$ cat config.mk
export PLATFORM = sky130hd
export DESIGN_NAME = iter_divider
export DESIGN_NICKNAME = d
export VERILOG_FILES = /design/src/rtl/iterdiv_pkg.sv /design/src/rtl/iterdiv_prep.sv /design/src/rtl/iterdiv_step.sv /design/src/rtl/iterdiv_finish.sv /design/src/rtl/iter_divider.sv
export SDC_FILE = /design/constraint.sdc
export NUM_CORES = 1
export LEC_CHECK = 0
export BUFFER_PORTS_ARGS = -buffer_cell sky130_fd_sc_hd__buf_2
export CORE_ASPECT_RATIO = 1.1
export CORE_UTILIZATION = 57
export CTS_CLUSTER_SIZE = 12
export DETAILED_ROUTE_END_ITERATION = 10
export GPL_TIMING_DRIVEN = 0
export PLACE_DENSITY = 0.82
export SLEW_MARGIN = 5
export SYNTH_ARGS = -nofsm -noshare
export SYNTH_HDL_FRONTEND = slang
export SYNTH_HIERARCHICAL = 1
export SYNTH_SLANG_ARGS = --single-unit
$ cat constraint.sdc
create_clock -name clk -period 6.5 [get_ports clk]
set_clock_uncertainty 0.15 [all_clocks]
set_input_delay 0.325 -clock clk [delete_from_list [all_inputs] [get_ports clk]]
set_output_delay 0.325 -clock clk [all_outputs]
set_load 0.02 [all_outputs]
$ cat src/rtl/iterdiv_pkg.sv
package iterdiv_pkg;

   // op encoding bits
   localparam int OP_SIGNED_BIT = 0;
   localparam int OP_LONG_BIT   = 1;

   typedef enum logic [1:0] {
      ST_IDLE = 2'd0,
      ST_RUN  = 2'd1,
      ST_FIX  = 2'd2,
      ST_WRQ  = 2'd3
   } div_state_e;

endpackage

$ cat src/rtl/iterdiv_prep.sv
module iterdiv_prep
   import iterdiv_pkg::*;
#(
   parameter int LONG_W = 32
) (
   input  logic [1:0]          op,
   input  logic [LONG_W-1:0]   hi,
   input  logic [LONG_W-1:0]   lo,
   input  logic [LONG_W-1:0]   dsr,
   output logic [2*LONG_W-1:0] num_mag,
   output logic [LONG_W-1:0]   dsr_mag,
   output logic                neg_quo,
   output logic                neg_rem,
   output logic                dsr_zero
);
   localparam int SW = LONG_W / 2;

   logic              is_sgn;
   logic              dvd_neg;
   logic              dsr_neg;
   logic [LONG_W-1:0] lo_mag;
   logic [SW-1:0]     dsr_s;
   logic [2*LONG_W-1:0] full;

   always_comb begin
      is_sgn = op[OP_SIGNED_BIT];
      full   = {hi, lo};
      dsr_s  = dsr[SW-1:0];
      lo_mag = '0;
      if (op[OP_LONG_BIT]) begin
         dvd_neg = is_sgn & hi[LONG_W-1];
         dsr_neg = is_sgn & dsr[LONG_W-1];
         num_mag = dvd_neg ? -full : full;
         dsr_mag = dsr_neg ? -dsr : dsr;
      end else begin
         dvd_neg = is_sgn & lo[LONG_W-1];
         dsr_neg = is_sgn & dsr_s[SW-1];
         lo_mag  = dvd_neg ? -lo : lo;
         // dividend aligned high so LONG_W steps suffice
         num_mag = {lo_mag, {LONG_W{1'b0}}};
         dsr_mag = {{SW{1'b0}}, (dsr_neg ? -dsr_s : dsr_s)};
      end
      neg_quo  = dvd_neg ^ dsr_neg;
      neg_rem  = dvd_neg;
      dsr_zero = (dsr_mag == '0);
   end

endmodule

$ cat src/rtl/iterdiv_step.sv
module iterdiv_step #(
   parameter int LONG_W = 32
) (
   input  logic [LONG_W-1:0]   rem_in,
   input  logic [2*LONG_W-1:0] num_in,
   input  logic [LONG_W-1:0]   dsr,
   output logic [LONG_W-1:0]   rem_out,
   output logic [2*LONG_W-1:0] num_out
);
   logic [LONG_W:0] shifted;
   logic [LONG_W:0] diff;
   logic            take;

   always_comb begin
      shifted = {rem_in, num_in[2*LONG_W-1]};
      diff    = shifted - {1'b0, dsr};
      take    = ~diff[LONG_W];
      rem_out = take ? diff[LONG_W-1:0] : shifted[LONG_W-1:0];
      num_out = {num_in[2*LONG_W-2:0], take};
   end

endmodule

$ cat src/rtl/iterdiv_finish.sv
module iterdiv_finish
   import iterdiv_pkg::*;
#(
   parameter int LONG_W = 32
) (
   input  logic [1:0]          op,
   input  logic [2*LONG_W-1:0] qmag,
   input  logic [LONG_W-1:0]   rmag,
   input  logic                neg_quo,
   input  logic                neg_rem,
   output logic                ovf,
   output logic [LONG_W-1:0]   word_pack,
   output logic [LONG_W-1:0]   quo_long,
   output logic [LONG_W-1:0]   rem_long,
   output logic                n_flag,
   output logic                z_flag
);
   localparam int SW = LONG_W / 2;
   localparam int NW = 2 * LONG_W;
   localparam logic [NW-1:0] LONG_BOUND = NW'(1) << (LONG_W - 1);
   localparam logic [NW-1:0] WORD_BOUND = NW'(1) << (SW - 1);

   logic [LONG_W-1:0] qs;
   logic [LONG_W-1:0] rs;
   logic [NW-1:0]     bound;
   logic              is_long;

   always_comb begin
      is_long = op[OP_LONG_BIT];
      qs      = neg_quo ? -qmag[LONG_W-1:0] : qmag[LONG_W-1:0];
      rs      = neg_rem ? -rmag : rmag;
      bound   = is_long ? LONG_BOUND : WORD_BOUND;
      if (op[OP_SIGNED_BIT])
         ovf = neg_quo ? (qmag > bound) : (qmag >= bound);
      else
         ovf = is_long ? (|qmag[NW-1:LONG_W]) : (|qmag[NW-1:SW]);
      n_flag    = is_long ? qs[LONG_W-1] : qs[SW-1];
      z_flag    = is_long ? (qs == '0) : (qs[SW-1:0] == '0);
      word_pack = {rs[SW-1:0], qs[SW-1:0]};
      quo_long  = qs;
      rem_long  = rs;
   end

endmodule

$ cat src/rtl/iter_divider.sv
module iter_divider
   import iterdiv_pkg::*;
#(
   parameter int LONG_W = 32,
   parameter int IDX_W  = 3
) (
   input  logic              clk,
   input  logic              rst_n,
   input  logic              start,
   input  logic [1:0]        op,
   input  logic [LONG_W-1:0] dvd_hi,
   input  logic [LONG_W-1:0] dvd_lo,
   input  logic [LONG_W-1:0] divisor,
   input  logic [IDX_W-1:0]  quot_idx,
   input  logic [IDX_W-1:0]  rem_idx,
   output logic              busy,
   output logic              done,
   output logic              div0_req,
   output logic              wr_en,
   output logic [IDX_W-1:0]  wr_idx,
   output logic [LONG_W-1:0] wr_data,
   output logic              flag_n,
   output logic              flag_z,
   output logic              flag_v,
   output logic              flag_c
);
   localparam int NUM_W = 2 * LONG_W;
   localparam int CNT_W = $clog2(NUM_W + 1);

   generate
      if (LONG_W < 4 || (LONG_W % 2) != 0) begin : g_bad_long_w
         $error("iter_divider: LONG_W must be even and at least 4");
      end
      if (IDX_W < 1) begin : g_bad_idx_w
         $error("iter_divider: IDX_W must be at least 1");
      end
   endgenerate

   div_state_e        state;
   logic [CNT_W-1:0]  cnt;
   logic [NUM_W-1:0]  num_q;
   logic [LONG_W-1:0] rem_q;
   logic [LONG_W-1:0] dsr_q;
   logic [1:0]        op_q;
   logic              negq_q;
   logic              negr_q;
   logic [IDX_W-1:0]  qidx_q;
   logic [IDX_W-1:0]  ridx_q;
   logic [LONG_W-1:0] quot_hold;

   logic [NUM_W-1:0]  p_num;
   logic [LONG_W-1:0] p_dsr;
   logic              p_negq;
   logic              p_negr;
   logic              p_zero;

   logic [NUM_W-1:0]  s_num;
   logic [LONG_W-1:0] s_rem;

   logic              f_ovf;
   logic [LONG_W-1:0] f_pack;
   logic [LONG_W-1:0] f_quo;
   logic [LONG_W-1:0] f_rem;
   logic              f_n;
   logic              f_z;

   iterdiv_prep #(.LONG_W(LONG_W)) u_prep (
      .op       (op),
      .hi       (dvd_hi),
      .lo       (dvd_lo),
      .dsr      (divisor),
      .num_mag  (p_num),
      .dsr_mag  (p_dsr),
      .neg_quo  (p_negq),
      .neg_rem  (p_negr),
      .dsr_zero (p_zero)
   );

   iterdiv_step #(.LONG_W(LONG_W)) u_step (
      .rem_in  (rem_q),
      .num_in  (num_q),
      .dsr     (dsr_q),
      .rem_out (s_rem),
      .num_out (s_num)
   );

   iterdiv_finish #(.LONG_W(LONG_W)) u_finish (
      .op        (op_q),
      .qmag      (num_q),
      .rmag      (rem_q),
      .neg_quo   (negq_q),
      .neg_rem   (negr_q),
      .ovf       (f_ovf),
      .word_pack (f_pack),
      .quo_long  (f_quo),
      .rem_long  (f_rem),
      .n_flag    (f_n),
      .z_flag    (f_z)
   );

   assign busy = (state != ST_IDLE);

   always_ff @(posedge clk or negedge rst_n) begin
      if (!rst_n) begin
         state     <= ST_IDLE;
         cnt       <= '0;
         num_q     <= '0;
         rem_q     <= '0;
         dsr_q     <= '0;
         op_q      <= '0;
         negq_q    <= 1'b0;
         negr_q    <= 1'b0;
         qidx_q    <= '0;
         ridx_q    <= '0;
         quot_hold <= '0;
         done      <= 1'b0;
         div0_req  <= 1'b0;
         wr_en     <= 1'b0;
         wr_idx    <= '0;
         wr_data   <= '0;
         flag_n    <= 1'b0;
         flag_z    <= 1'b0;
         flag_v    <= 1'b0;
         flag_c    <= 1'b0;
      end else begin
         done     <= 1'b0;
         div0_req <= 1'b0;
         wr_en    <= 1'b0;
         unique case (state)
            ST_IDLE: begin
               if (start) begin
                  if (p_zero) begin
                     div0_req <= 1'b1;
                     done     <= 1'b1;
                  end else begin
                     num_q  <= p_num;
                     rem_q  <= '0;
                     dsr_q  <= p_dsr;
                     op_q   <= op;
                     negq_q <= p_negq;
                     negr_q <= p_negr;
                     qidx_q <= quot_idx;
                     ridx_q <= rem_idx;
                     cnt    <= op[OP_LONG_BIT] ? CNT_W'(NUM_W) : CNT_W'(LONG_W);
                     state  <= ST_RUN;
                  end
               end
            end
            ST_RUN: begin
               num_q <= s_num;
               rem_q <= s_rem;
               cnt   <= cnt - 1'b1;
               if (cnt == CNT_W'(1))
                  state <= ST_FIX;
            end
            ST_FIX: begin
               done   <= 1'b1;
               flag_c <= 1'b0;
               state  <= ST_IDLE;
               if (f_ovf) begin
                  flag_v <= 1'b1;
                  flag_z <= 1'b0;
               end else begin
                  flag_v <= 1'b0;
                  flag_z <= f_z;
                  flag_n <= f_n;
                  wr_en  <= 1'b1;
                  if (op_q[OP_LONG_BIT]) begin
                     wr_idx    <= ridx_q;
                     wr_data   <= f_rem;
                     quot_hold <= f_quo;
                     state     <= ST_WRQ;
                  end else begin
                     wr_idx  <= qidx_q;
                     wr_data <= f_pack;
                  end
               end
            end
            ST_WRQ: begin
               wr_en   <= 1'b1;
               wr_idx  <= qidx_q;
               wr_data <= quot_hold;
               state   <= ST_IDLE;
            end
            default: state <= ST_IDLE;
         endcase
      end
   end

endmodule

==> metrics.cfg <==
[outcome]
status = finished clean

[worst_setup_path]
critical_path.max_stage_delay_ns = 0.51
worstPathRequired_ns = 6.79
crit_buf_inv = 5
critical_path_class = input port to register
startpoint_type = input port
crit_fanout = 10
worstPathCellList = buf_2 > inv_1 > ha_1 > nor3b_2 > and4_1 > clkbuf_1 > a31oi_1 > mux2i_1 > a2111o_1 > or4_1 > nor4b_2 > nor2b_1 > o21ai_2 > buf_2 > clkbuf_1 > nand2_1 > o21ai_0
cp-end-kind = register
cp_top_family = simple AND/OR/NAND/NOR gates
crit_arrival_ns = 5.13
cp_slowest_cell = clkbuf_1

[layout]
n_antenna_cell = 0
post-route-util_pct = 65.5
nets = 2359
finalInstanceArea_mm2 = 0.0200
syn2layout_area_growth_pct = 12.7
drive_above_1_share_pct = 19.1

[detailed_routing]
drtIter0Drc = 1705
dr.pass1.iters = 6
wirelength_um = 52700
route.detailed.drc = 0
vias = 16200
viasPerCell = 6.15
antenna_left = 0
wl_per_cell_um = 20.0

[grt]
grt_use_total_pct = 33.0
grt_max_degree = 103
grt.overflow.total = 0
antenna_found_initial = 1
grt_pass1_vias = 15400
grt_pass1_wl_um = 83500

[floorplanning]
die_x_um = 170
core_mm2 = 0.0306
die_h_um = 187
die_area_mm2 = 0.0319
rows = 67
ios = 150
initial_core_util_pct = 58.1

[synthesis]
synth_cell_types = 111
synth_nets = 2178
async_flop_share_pct = 100
synth-edff-count = 0
synth_largest_area_cell = dfrtp_1
synthTopCellsByArea = dfrtp_1, mux2i_1, nand2_1, xnor2_1, buf_4
synth-main-ff-cell = dfrtp_1
synth.top_cell.area_share_pct = 30.9
yosys_register_bits = 220
ys_warn_count = 6
synthCells = 2029
synthesis.area_mm2 = 0.0178
syn_area_per_cell_um2 = 8.77
ys_seq_area_share_pct = 30.9

[clock_tree]
cts_buffers = 26
clock-root-buffer = clkbuf_16
ctsHtreeMaxLevel = 1
cts_sinks = 220
cts.clk_slew.worst_paths_ns = 0.06
post_cts_resized = 0
clockBufferDepth = 3
post_cts_buffers = 0
cts_hold_buf = 8
cts_tree = done
insertion_delay_ns = 0.53

[placed_design]
place_area_mm2 = 0.0191
io_buffers = 143
place_hpwl_um = 40400
place.gp.congestion = 0.956

[sta]
final_hold_viol_count = 0
timing.fmax_mhz = 206
setup_viol = 0
rsz0062_at_grt = false
finalCritPeriodShare_pct = 74.5
tightest_slew_ns = 0.766
relSlewSlack_pct = 48.4
slew_viol_final = 0
tns_ns = 0
layout_min_cycle_time_ns = 4.84

[run]
maxCapViolCount = 0

[pwr]
worst_ir_drop_vdd_mv = 0.291
powerDensity_mw_per_mm2 = 505
design_power_total_mw = 10.1
p_leak_nw = 9.41

[hold_path]
hold_path_class = input port to register

metal layers:
| metal | global-route usage [%] | part of all wire, % |
|---|---|---|
| met2 | 53.0 | 46 |
| met4 | 10.5 | 3.4 |
| met5 | 0 | 0 |
| met1 | 46.0 | 44 |
| met3 | 4.04 | 7.2 |
cells in the final DEF (no fill, tap or decap), types with 7 or more instances in the layout:
cell type,count
mux2i_1,106
nor4_1,25
a22o_1,33
nand4_1,15
o41ai_1,19
a21boi_0,14
dfrtp_1,220
ha_1,41
buf_4,117
nand2b_1,15
nor2b_1,7
o21ai_0,134
mux2_1,24
nand2_1,257
a21oi_1,90
and2_1,36
or3_1,31
buf_6,15
a21o_1,17
xnor2_1,110
nor3b_1,7
xor2_1,82
nand3_1,28
and3_1,8
mux2_4,19
o31ai_1,35
dlygate4sd3_1,8
a31oi_1,17
clkbuf_16,27
nor3_1,39
inv_1,61
o21a_1,7
clkbuf_8,7
buf_2,160
clkbuf_1,63
mux2_2,23
nor2_1,122
or4_1,17
a221o_1,33
sequential cells by signal (all words and copies together) (netlist names), 2 cells and up:
name,flops
num_q,64
dsr_q,32
quot_hold,32
rem_q,32
wr_data,32
cnt,7
qidx_q,3
ridx_q,3
wr_idx,3
op_q,2
state,2
synthesized netlist by cell type, types with 18 or more instances:
| cell type | count |
|---|---|
| a21oi_1 | 90 |
| a221o_1 | 33 |
| a22o_1 | 33 |
| and2_1 | 36 |
| buf_2 | 18 |
| buf_4 | 117 |
| clkbuf_1 | 57 |
| dfrtp_1 | 220 |
| ha_1 | 41 |
| inv_1 | 61 |
| mux2_1 | 24 |
| mux2_2 | 23 |
| mux2_4 | 19 |
| mux2i_1 | 106 |
| nand2_1 | 257 |
| nand3_1 | 28 |
| nor2_1 | 122 |
| nor3_1 | 39 |
| nor4_1 | 25 |
| o21ai_0 | 134 |
| o31ai_1 | 35 |
| o41ai_1 | 19 |
| or3_1 | 31 |
| xnor2_1 | 110 |
| xor2_1 | 82 |
path summary, 6_finish.rpt:
| kind | start | end | slack (ns) | cells past startpoint |
|---|---|---|---|---|
| worst max-delay path | divisor[0] | num_q[45] | 1.66 | 17 |
| worst min-delay path | divisor[0] | dsr_q[0] | 0.05 | 3 |
| worst max register to register | num_q[63] | rem_q[30] | 2.17 | 16 |
| worst min register to register | quot_hold[3] | quot_hold[3] | 0.32 | 2 |
| max in group asynchronous | rst_n | quot_hold[5] | 4.86 | 4 |
| min in group asynchronous | rst_n | cnt[3] | 0.13 | 2 |
metrics by stage:
stage                     worst slack [ns]  std cells  hold slack, ns
after floorplan                       2.68       2029          -0.121
after global placement                1.19       2586           0.309
after detailed placement              1.27       2588           0.109
after CTS                             1.80       2639          0.0211
after global routing                  1.56       2639          0.0334
final                                 1.66       2639          0.0483
logic make-up (layout without fill, tap and decap cells):
| family | count (synthesis) | count (layout) | share of synthesized area (%) |
|---|---|---|---|
| compound gates | 458 | 458 | 17.3 |
| xor+xnor | 192 | 192 | 9.45 |
| fa+ha+maj | 42 | 42 | 3.00 |
| buf+inv | 279 | 475 | 9.57 |
| flops | 220 | 220 | 30.9 |
| mux | 173 | 173 | 10.7 |
| other cells | 1 | 1 | 0.0211 |
| simple gates | 664 | 664 | 19.0 |
worst min-delay path, cell delays in order:
cell and delay, ns:
buf_2 0.13, buf_4 0.11, mux2_2 0.13
where the power goes:
| group | total [mW] | switching [mW] | internal (mW) |
|---|---|---|---|
| clock | 1.51 | 0.577 | 0.937 |
| combinational | 6.05 | 2.94 | 3.11 |
| sequential | 2.55 | 0.697 | 1.86 |
| total | 10.1 | 4.22 | 5.90 |
area by class of cell:
cell class	instances	area [um2]
Tap cell	414	518
Buffer	217	1460
Timing Repair Buffer	153	861
Clock buffer	39	781
Clock inverter	4	95.1
Inverter	62	240
Fill cell	2554	10600
Multi-Input combinational cell	1530	10600
Sequential cell	220	5510
Power figures use the tool's default switching activity.
